**src/rtl/bp_pkg.sv**
```systemverilog
package bp_pkg;

    localparam int CTR_W = 2;

    typedef logic [CTR_W-1:0] ctr_t;

    localparam ctr_t CTR_MIN   = '0;
    localparam ctr_t CTR_MAX   = '1;
    localparam ctr_t CTR_RESET = ctr_t'(1);

    // Component predictions and chooser decision for one address
    typedef struct packed {
        logic loc_tkn;
        logic glb_tkn;
        logic sel_glb;
    } comp_pred_t;

    function automatic ctr_t sat_step(input ctr_t c, input logic up);
        if (up) begin
            return (c == CTR_MAX) ? c : ctr_t'(c + 1'b1);
        end
        return (c == CTR_MIN) ? c : ctr_t'(c - 1'b1);
    endfunction

    function automatic logic ctr_dir(input ctr_t c);
        return c[CTR_W-1];
    endfunction

endpackage

```
**src/rtl/bp_ctr_table.sv**
```systemverilog
module bp_ctr_table #(
    parameter int IDX_W = 3
) (
    input  logic             clk,
    input  logic             rst,
    input  logic [IDX_W-1:0] rd_a_idx,
    output bp_pkg::ctr_t     rd_a,
    input  logic [IDX_W-1:0] rd_b_idx,
    output bp_pkg::ctr_t     rd_b,
    input  logic             wr_en,
    input  logic [IDX_W-1:0] wr_idx,
    input  logic             wr_up
);
    import bp_pkg::*;

    localparam int DEPTH = 1 << IDX_W;

    ctr_t mem [DEPTH];

    assign rd_a = mem[rd_a_idx];
    assign rd_b = mem[rd_b_idx];

    always_ff @(posedge clk) begin
        if (rst) begin
            for (int i = 0; i < DEPTH; i++) begin
                mem[i] <= CTR_RESET;
            end
        end else if (wr_en) begin
            mem[wr_idx] <= sat_step(mem[wr_idx], wr_up);
        end
    end

endmodule

```
**src/rtl/bp_hist_table.sv**
```systemverilog
module bp_hist_table #(
    parameter int IDX_W  = 3,
    parameter int HIST_W = 3
) (
    input  logic              clk,
    input  logic              rst,
    input  logic [IDX_W-1:0]  rd_a_idx,
    output logic [HIST_W-1:0] rd_a,
    input  logic [IDX_W-1:0]  rd_b_idx,
    output logic [HIST_W-1:0] rd_b,
    input  logic              wr_en,
    input  logic [IDX_W-1:0]  wr_idx,
    input  logic              wr_bit
);
    localparam int DEPTH = 1 << IDX_W;

    logic [HIST_W-1:0] mem [DEPTH];

    assign rd_a = mem[rd_a_idx];
    assign rd_b = mem[rd_b_idx];

    always_ff @(posedge clk) begin
        if (rst) begin
            for (int i = 0; i < DEPTH; i++) begin
                mem[i] <= '0;
            end
        end else if (wr_en) begin
            mem[wr_idx] <= {mem[wr_idx][HIST_W-2:0], wr_bit};
        end
    end

endmodule

```
**src/rtl/tourney_bp.sv**
```systemverilog
module tourney_bp #(
    parameter int ADDR_W  = 32,
    parameter int IDX_W   = 3,
    parameter int IDX_LSB = 2,
    parameter int HIST_W  = 3
) (
    input  logic              clk,
    input  logic              rst,
    input  logic [ADDR_W-1:0] lookup_pc,
    input  logic              upd_valid,
    input  logic [ADDR_W-1:0] upd_pc,
    input  logic              upd_taken,
    output logic              pred_taken,
    output logic              pred_local,
    output logic              pred_global,
    output logic              pred_use_global
);
    import bp_pkg::*;

    // Per-branch table index from the address
    logic [IDX_W-1:0]  lk_idx, up_idx;
    // Local histories read for lookup and for training
    logic [HIST_W-1:0] lk_lhist, up_lhist;
    // Global history register
    logic [HIST_W-1:0] ghr_q;

    ctr_t lk_pht, up_pht, lk_ght, ght_rd_b_unused, lk_ch, up_ch;
    comp_pred_t lk, up;

    logic unused_pc_bits;
    assign unused_pc_bits = ^{lookup_pc, upd_pc, ght_rd_b_unused};

    assign lk_idx = lookup_pc[IDX_LSB +: IDX_W];
    assign up_idx = upd_pc[IDX_LSB +: IDX_W];

    bp_hist_table #(.IDX_W(IDX_W), .HIST_W(HIST_W)) u_lhist (
        .clk      (clk),
        .rst      (rst),
        .rd_a_idx (lk_idx),
        .rd_a     (lk_lhist),
        .rd_b_idx (up_idx),
        .rd_b     (up_lhist),
        .wr_en    (upd_valid),
        .wr_idx   (up_idx),
        .wr_bit   (upd_taken)
    );

    bp_ctr_table #(.IDX_W(HIST_W)) u_pht (
        .clk      (clk),
        .rst      (rst),
        .rd_a_idx (lk_lhist),
        .rd_a     (lk_pht),
        .rd_b_idx (up_lhist),
        .rd_b     (up_pht),
        .wr_en    (upd_valid),
        .wr_idx   (up_lhist),
        .wr_up    (upd_taken)
    );

    bp_ctr_table #(.IDX_W(HIST_W)) u_ght (
        .clk      (clk),
        .rst      (rst),
        .rd_a_idx (ghr_q),
        .rd_a     (lk_ght),
        .rd_b_idx (ghr_q),
        .rd_b     (ght_rd_b_unused),
        .wr_en    (upd_valid),
        .wr_idx   (ghr_q),
        .wr_up    (upd_taken)
    );

    always_comb begin
        up.loc_tkn = ctr_dir(up_pht);
        up.glb_tkn = ctr_dir(lk_ght);
        up.sel_glb = ctr_dir(up_ch);
    end

    bp_ctr_table #(.IDX_W(IDX_W)) u_chooser (
        .clk      (clk),
        .rst      (rst),
        .rd_a_idx (lk_idx),
        .rd_a     (lk_ch),
        .rd_b_idx (up_idx),
        .rd_b     (up_ch),
        .wr_en    (upd_valid && (up.loc_tkn != up.glb_tkn)),
        .wr_idx   (up_idx),
        .wr_up    (up.glb_tkn == upd_taken)
    );

    always_ff @(posedge clk) begin
        if (rst) begin
            ghr_q <= '0;
        end else if (upd_valid) begin
            ghr_q <= {ghr_q[HIST_W-2:0], upd_taken};
        end
    end

    always_comb begin
        lk.loc_tkn = ctr_dir(lk_pht);
        lk.glb_tkn = ctr_dir(lk_ght);
        lk.sel_glb = ctr_dir(lk_ch);
    end

    assign pred_local      = lk.loc_tkn;
    assign pred_global     = lk.glb_tkn;
    assign pred_use_global = lk.sel_glb;
    assign pred_taken      = lk.sel_glb ? lk.glb_tkn : lk.loc_tkn;

endmodule

```
**config.mk**
```make
export PLATFORM = sky130hd
export DESIGN_NAME = tourney_bp
export DESIGN_NICKNAME = d
export VERILOG_FILES = /design/src/rtl/bp_pkg.sv /design/src/rtl/bp_ctr_table.sv /design/src/rtl/bp_hist_table.sv /design/src/rtl/tourney_bp.sv
export SDC_FILE = /design/constraint.sdc
export NUM_CORES = 1
export LEC_CHECK = 0
export BUFFER_PORTS_ARGS = -buffer_cell sky130_fd_sc_hd__buf_4
export CAP_MARGIN = 20
export CELL_PAD_IN_SITES_DETAIL_PLACEMENT = 1
export CELL_PAD_IN_SITES_GLOBAL_PLACEMENT = 2
export CORE_AREA = 3 3 110 133
export DETAILED_ROUTE_END_ITERATION = 16
export DIE_AREA = 0 0 113 136
export HOLD_SLACK_MARGIN = 0.1
export PLACE_DENSITY = 0.79
export SYNTH_ARGS = -nofsm -noshare
export SYNTH_HDL_FRONTEND = slang
export SYNTH_HIERARCHICAL = 1
export SYNTH_SLANG_ARGS = --single-unit
```
**constraint.sdc**
```tcl
create_clock -name clk -period 3.5 [get_ports clk]
set_input_delay 0.35 -clock clk [delete_from_list [all_inputs] [get_ports clk]]
set_output_delay 0.35 -clock clk [all_outputs]
set_load 0.1 [all_outputs]
```
==> results by group, run 1 <==
Outcome
  • Status: finished, final reports clean

Cells and area
  • Final core occ: 36.7%
  • Diodes inserted: 0
  • Area Growth Syn to Fin: 13.0%
  • Layout Nets: 423
  • Layout cells sized above 1: 28.1%
  • Post-Layout Cell Count: 527

Synth
  • Avg Inst Size Synth: 13.1 um2
  • Synth warnings: 6
  • Cells after Synth: 331
  • Netlist Area Pre-Place: 0.00433 mm2
  • Syn nets: 399

Floorplanning
  • Core Box Area: 0.0134 mm2
  • Row cnt: 46
  • Starting Density: 32.5%
  • Chip Width: 113 um
  • Die Height: 136 um
  • I/O pins: 72
  • Die ar.: 0.0154 mm2

Global routing
  • Gr ovfl total: 0
  • Initial antenna violation count: 0
  • First-pass GRT wire length: 16400 um
  • Vias in the first global route: 3046
  • Total GRT Usage: 13.9%
  • Largest net degree at the start of global routing: 44

Clock tree
  • Clk_lat worst skew: 0.33 ns
  • CTS max path bufs: 2
  • H-tree levels: 3
  • CTS Sinks: 75
  • Worst-path clk slew: 0.06 ns
  • CTS tree: built
  • Cts repair resizes: 0
  • TritonCTS Buffers: 9
  • Buffer count from post-CTS setup fixing: 0
  • CTS root buf: clkbuf_16
  • Post-CTS Hold Buffers: 0

Timing
  • Final Max Tran Viols: 0
  • Least-Margin Pin Slew: 0.966 ns
  • Final min period: 3.26 ns
  • Slew margin rel.: 35.5%
  • Final setup vio count: 0
  • Post-route setup slack: 0.237 ns
  • Final period util: 93.2%
  • Highest clock rate: 0.306 GHz
  • Clock skew: 0.00486 ns
  • Final Hold Fails: 0
  • Setup Total Neg Slack: 0 ns
  • RSZ-0062 raised after global routing: false

Placed design
  • IO Port Bufs: 13
  • Cells after DPL: 512
  • DP Worst Slack: 0.0661 ns
  • Hpwl dp: 7190 um
  • RD Place Congestion: 0.712

Worst hold path
  • Type of the most critical hold path: primary input to flip-flop
  • Hold Startpoint: upd_taken

Setup path
  • Source of the critical timing path: u_lhist/mem[6][0]
  • Critical path class: flip-flop to flip-flop
  • Arr. time, crit path: 3.31 ns
  • Worst-path maximum fanout: 7
  • Critical Path End Type: flip-flop
  • Crit path launch type: flip-flop
  • Critical Path RT: 3.55 ns
  • Reg2Reg Launch Point: u_lhist/mem[6][0]

Power and ir drop
  • Static leakage: 1.60 nW
  • Total Power: 2.24 mW
  • Reg power frac: 46.6%
  • Comb pwr share: 17.8%
  • P_sw: 0.596 mW
  • Worst VDD drop: 193 uV
  • Pwr dens: 458 mW/mm2
  • Cell Int Power: 1.65 mW
  • Switch share: 26.6%
  • Part of the power in the clock network: 35.6%

Detailed routing
  • Via-to-Cell Ratio: 5.25
  • Wirelength, routed: 9780 um
  • Antenna Violating Nets Remaining: 0
  • Drt pass-1 iters: 4
  • Post-route DRC: 0
  • Avg WL per Cell: 18.6 um
  • Via count: 2765
  • Initial drt markers: 153

Job
  • Max-cap violation count: 0
-- placed cells by master, fill, tap and decap left out, drive strengths merged, types with 2 or more instances in the layout --
cell and instances:
clkinv 3, nor3 12, and2b 2, buf 23
nand3b 3, mux4 34, or2 12, nor2b 9
mux2 14, inv 4, maj3 6, nand3 14
nor3b 4, nand2 30, clkbuf 11, dfxtp 3
mux2i 17, edfxtp 72, nor2 52, nand2b 29
-- state kept, by name, summed over array words and instances, names as in the netlist --
name	cells
u_lhist/mem	24
u_chooser/mem	16
u_ght/mem	16
u_pht/mem	16
ghr_q	3
-- routing by layer --
metal	GRT usage (%)	vias up	wire length [um]
met2	24.6	33	5270
li1	-	1288	-
met3	2.63	7	219
met4	4.01	0	105
met1	17.1	1437	4180
met5	0	-	0
-- worst max-delay path, stage by stage, from the launching register on --
cell      delay, ns
edfxtp_1       0.44
mux4_2         0.48
mux2_2         0.34
mux4_2         0.44
mux2_2         0.30
xor2_1         0.14
and2_2         0.16
nand3b_1       0.21
nor3_1         0.29
or2_2          0.18
-- per-stage QoR --
stage               area, um2  hold WS [ns]
floorplan                4330         0.422
global placement         4640         0.651
detailed placement       4640         0.659
CTS                      4900         0.332
global route             4900         0.374
finish                   4900         0.338
-- power by group through the flow --
stage	clock network, mW	logic (mW)	registers (mW)
2_1_floorplan	0	0.297	1.05
3_3_place_gp	0	0.396	1.06
3_5_place_dp	0	0.406	1.06
4_1_cts	0.821	0.407	1.05
5_1_grt	0.862	0.432	1.05
6_report	0.799	0.399	1.04
-- layout make-up --
cell class	count	area [um2]
inverter	4	15.0
tap	168	210
clock buffer	11	233
fill	1422	8460
sequential	75	2220
timing repair buffer	23	173
multi-input combinational	242	2020
clock inverter	4	18.8
-- final timing paths --
kind | to | slack [ns] | cells after the start
worst max-delay path | u_chooser/mem[4][1] | 0.24 | 9
worst min-delay path | ghr_q[0] | 0.34 | 3
worst max register to register | u_chooser/mem[4][1] | 0.24 | 9
worst min register to register | ghr_q[2] | 0.67 | 2
(Power assumes the default switching activity.)
==> run 2, diff against run 1 <==
--- a/config.mk
+++ b/config.mk
@@ -10,9 +10,9 @@
 export CELL_PAD_IN_SITES_DETAIL_PLACEMENT = 1
 export CELL_PAD_IN_SITES_GLOBAL_PLACEMENT = 2
-export CORE_AREA = 3 3 110 133
+export CORE_AREA = 3 3 101 122
 export DETAILED_ROUTE_END_ITERATION = 16
-export DIE_AREA = 0 0 113 136
+export DIE_AREA = 0 0 104 125
 export HOLD_SLACK_MARGIN = 0.1
-export PLACE_DENSITY = 0.79
+export PLACE_DENSITY_LB_ADDON = 0.12
 export SYNTH_ARGS = -nofsm -noshare
 export SYNTH_HDL_FRONTEND = slang
==> constraint.sdc (replaced) <==
create_clock -name clk -period 4.2 [get_ports clk]
set_input_delay 0.63 -clock clk [delete_from_list [all_inputs] [get_ports clk]]
set_output_delay 0.63 -clock clk [all_outputs]
set_load 0.1 [all_outputs]
==> results by group, run 2 (synthesis gave the netlist of run 1 again) <==
Setup path
  • Max incr delay on CP: 0.54 ns (+0.06 ns)
  • Worst-path maximum fanout: 16 (+9)
  • Arr. time, crit path: 3.66 ns (+0.35 ns)
  • Critical Path End Type: flip-flop
  • Reg2Reg Launch Point: u_lhist/mem[7][0]
  • Reg2Reg Capture Point: u_chooser/mem[4][0]
  • Critical Path RT: 4.25 ns (+0.70 ns)
  • Slowest CP cell: mux4_2
  • Internal reg-to-reg setup slack: 0.79 ns (+0.55 ns)
  • Critical path class: primary input to flip-flop
  • Crit path launch type: primary input
  • R2R depth: 9 (unchanged)
  • Sequence of cells on the critical path: buf_4, mux4_2, mux2_2, mux4_2, mux2_2, xor2_1, and2_2, nand3b_1, nor3_1, or2_2

Global routing
  • Global Route met3 Usage: 2.89% (+0.26 points)
  • Grt peak-use layer: met2
  • Largest net degree at the start of global routing: 44 (unchanged)
  • Routing usage on met2: 28.2% (+3.6 points)
  • Total GRT Usage: 16.6% (+2.7 points)
  • Gr ovfl total: 0 (unchanged)
  • Initial antenna violation count: 0 (unchanged)
  • Vias in the first global route: 2949 (-3.2%)
  • First-pass GRT wire length: 16500 um (+0.33%)
  • Met1 Use GR: 21.4% (+4.3 points)

Detailed routing
  • Drt pass-1 iters: 6 (+2)
  • Wirelength, routed: 10300 um (+5.2%)
  • Antenna Violating Nets Remaining: 0 (unchanged)
  • Avg WL per Cell: 20.3 um (+9.2%)
  • Via-to-Cell Ratio: 5.39 (+2.7%)
  • Post-route DRC: 0 (unchanged)
  • Initial drt markers: 90 (-41%)
  • Via count: 2738 (-0.98%)

Placed design
  • RD Place Congestion: 0.747 (+4.9%)
  • Placed inst area: 0.00459 mm2 (-1.2%)
  • Hpwl dp: 7200 um (about the same)
  • IO Port Bufs: 13 (unchanged)

Cells and area
  • Commonest non-fill, non-tap cell in the layout: edfxtp_1
  • Area Growth Syn to Fin: 13.0% (unchanged)
  • Max reg flops: 24 (unchanged)
  • Layout fillers: 1182 (-17%)
  • Layout cells sized above 1: 28.2% (+0.11 points)
  • Finished Cell Area: 0.00490 mm2 (unchanged)
  • Reg with most FFs: u_lhist/mem
  • Layout Nets: 418 (-1.2%)
  • Diodes inserted: 0 (unchanged)
  • Commonest cells after routing, fill and taps aside: edfxtp_1 (72), nor2_1 (52), mux4_2 (32)

Clock tree
  • Clk_lat worst skew: 0.33 ns (about the same)
  • CTS Sinks: 75 (unchanged)
  • Buffer count from post-CTS setup fixing: 0 (unchanged)
  • TritonCTS Buffers: 9 (unchanged)
  • CTS tree: built
  • Cts repair resizes: 0 (unchanged)
  • H-tree levels: 3 (unchanged)
  • Post-CTS Hold Buffers: 0 (unchanged)
  • Worst-path clk slew: 0.06 ns (about the same)
  • CTS root buf: clkbuf_16
  • CTS max path bufs: 2 (unchanged)

Floorplanning
  • Row cnt: 42 (-8.7%)
  • I/O pins: 72 (unchanged)
  • Die ar.: 0.0130 mm2 (-15%)
  • Core Box Area: 0.0111 mm2 (-17%)
  • Chip Width: 104 um (-8.0%)
  • Starting Density: 38.9% (+6.4 points)
  • Die Height: 125 um (-8.1%)

Timing
  • Final period util: 85.9%
  • Slew margin rel.: 40.3% (+4.8 points)
  • Final Max Tran Viols: 0 (unchanged)
  • RSZ-0062 raised after global routing: false
  • Min Hold Slack: 0.609 ns (+0.271 ns)
  • Least-Margin Pin Slew: 0.893 ns (-0.0725 ns)
  • Final Hold Fails: 0 (unchanged)
  • Final setup vio count: 0 (unchanged)
  • Clock skew: 0.00353 ns (-0.00133 ns)
  • Highest clock rate: 0.277 GHz
  • Final min period: 3.61 ns
  • Setup Total Neg Slack: 0 ns (unchanged)

Worst hold path
  • Worst Hold Depth: 3 (unchanged)
  • Worst Hold End: ghr_q[0]
  • Hold Startpoint: upd_taken
  • Type of the most critical hold path: primary input to flip-flop

Power and ir drop
  • Static leakage: 1.61 nW (+0.35%)
  • Worst VDD drop: 188 uV (-2.7%)
  • Total Power: 2.01 mW (-11%)
  • Pwr dens: 410 mW/mm2 (-11%)

Outcome
  • Status: finished, final reports clean

Job
  • Max-cap violation count: 0 (unchanged)
-- run 2: cell count changes in the layout (fill, tap and decap cells not counted), sizes merged --
cell    delta
buf        -5
bufinv     +2
clkbuf     -2
-- run 2: metrics by stage --
stage	util, %	cells	setup slack (ns)
after detailed placement	41.2	493	0.224
after floorplan	-	331	0.478
after CTS	43.9	508	0.585
final	43.9	508	0.591
after global routing	43.9	508	0.342
after global placement	41.2	493	0.244
-- run 2: area by class of cell --
| type | count | area [um2] | area share, % |
|---|---|---|---|
| sequential | 75 | 2220 | 45.4 |
| multi-input combinational | 242 | 2020 | 41.3 |
| clock buffer | 9 | 225 | 4.60 |
| tap | 154 | 193 | 3.94 |
| timing repair buffer | 18 | 135 | 2.76 |
| clock inverter | 6 | 81.3 | 1.66 |
| inverter | 4 | 15.0 | 0.307 |
-- run 2: worst max path at each step --
stage / startpoint / endpoint / cells past startpoint
floorplan: lookup_pc[2] / pred_taken / 6
global placement: upd_pc[2] / u_chooser/mem[4][0] / 10
detailed placement: upd_pc[2] / u_chooser/mem[4][0] / 10
CTS: lookup_pc[2] / pred_taken / 7
global route: upd_pc[2] / u_chooser/mem[4][1] / 10
finish: upd_pc[2] / u_chooser/mem[4][0] / 10
-- run 2: critical path, delay by kind of cell --
kind / cells / cell delay [ns]
muxes: 4 / 1.76
and+or+nand+nor: 4 / 0.85
buffers and inverters: 1 / 0.25
xor gates and xnor gates: 1 / 0.14
-- run 2: power breakdown --
group / leakage (nW) / switching (mW) / total, mW / internal (mW)
logic: 0.769 / 0.202 / 0.330 / 0.128
clock network: 0.149 / 0.293 / 0.805 / 0.512
registers: 0.688 / 0.0215 / 0.871 / 0.849
total: 1.61 / 0.516 / 2.01 / 1.49
-- run 2: metal layers --
layer | up-vias | share of wire (%)
met4 | 0 | 1.5
met1 | 1419 | 44
met3 | 8 | 2.1
met5 | - | 0
met2 | 30 | 52
li1 | 1281 | -
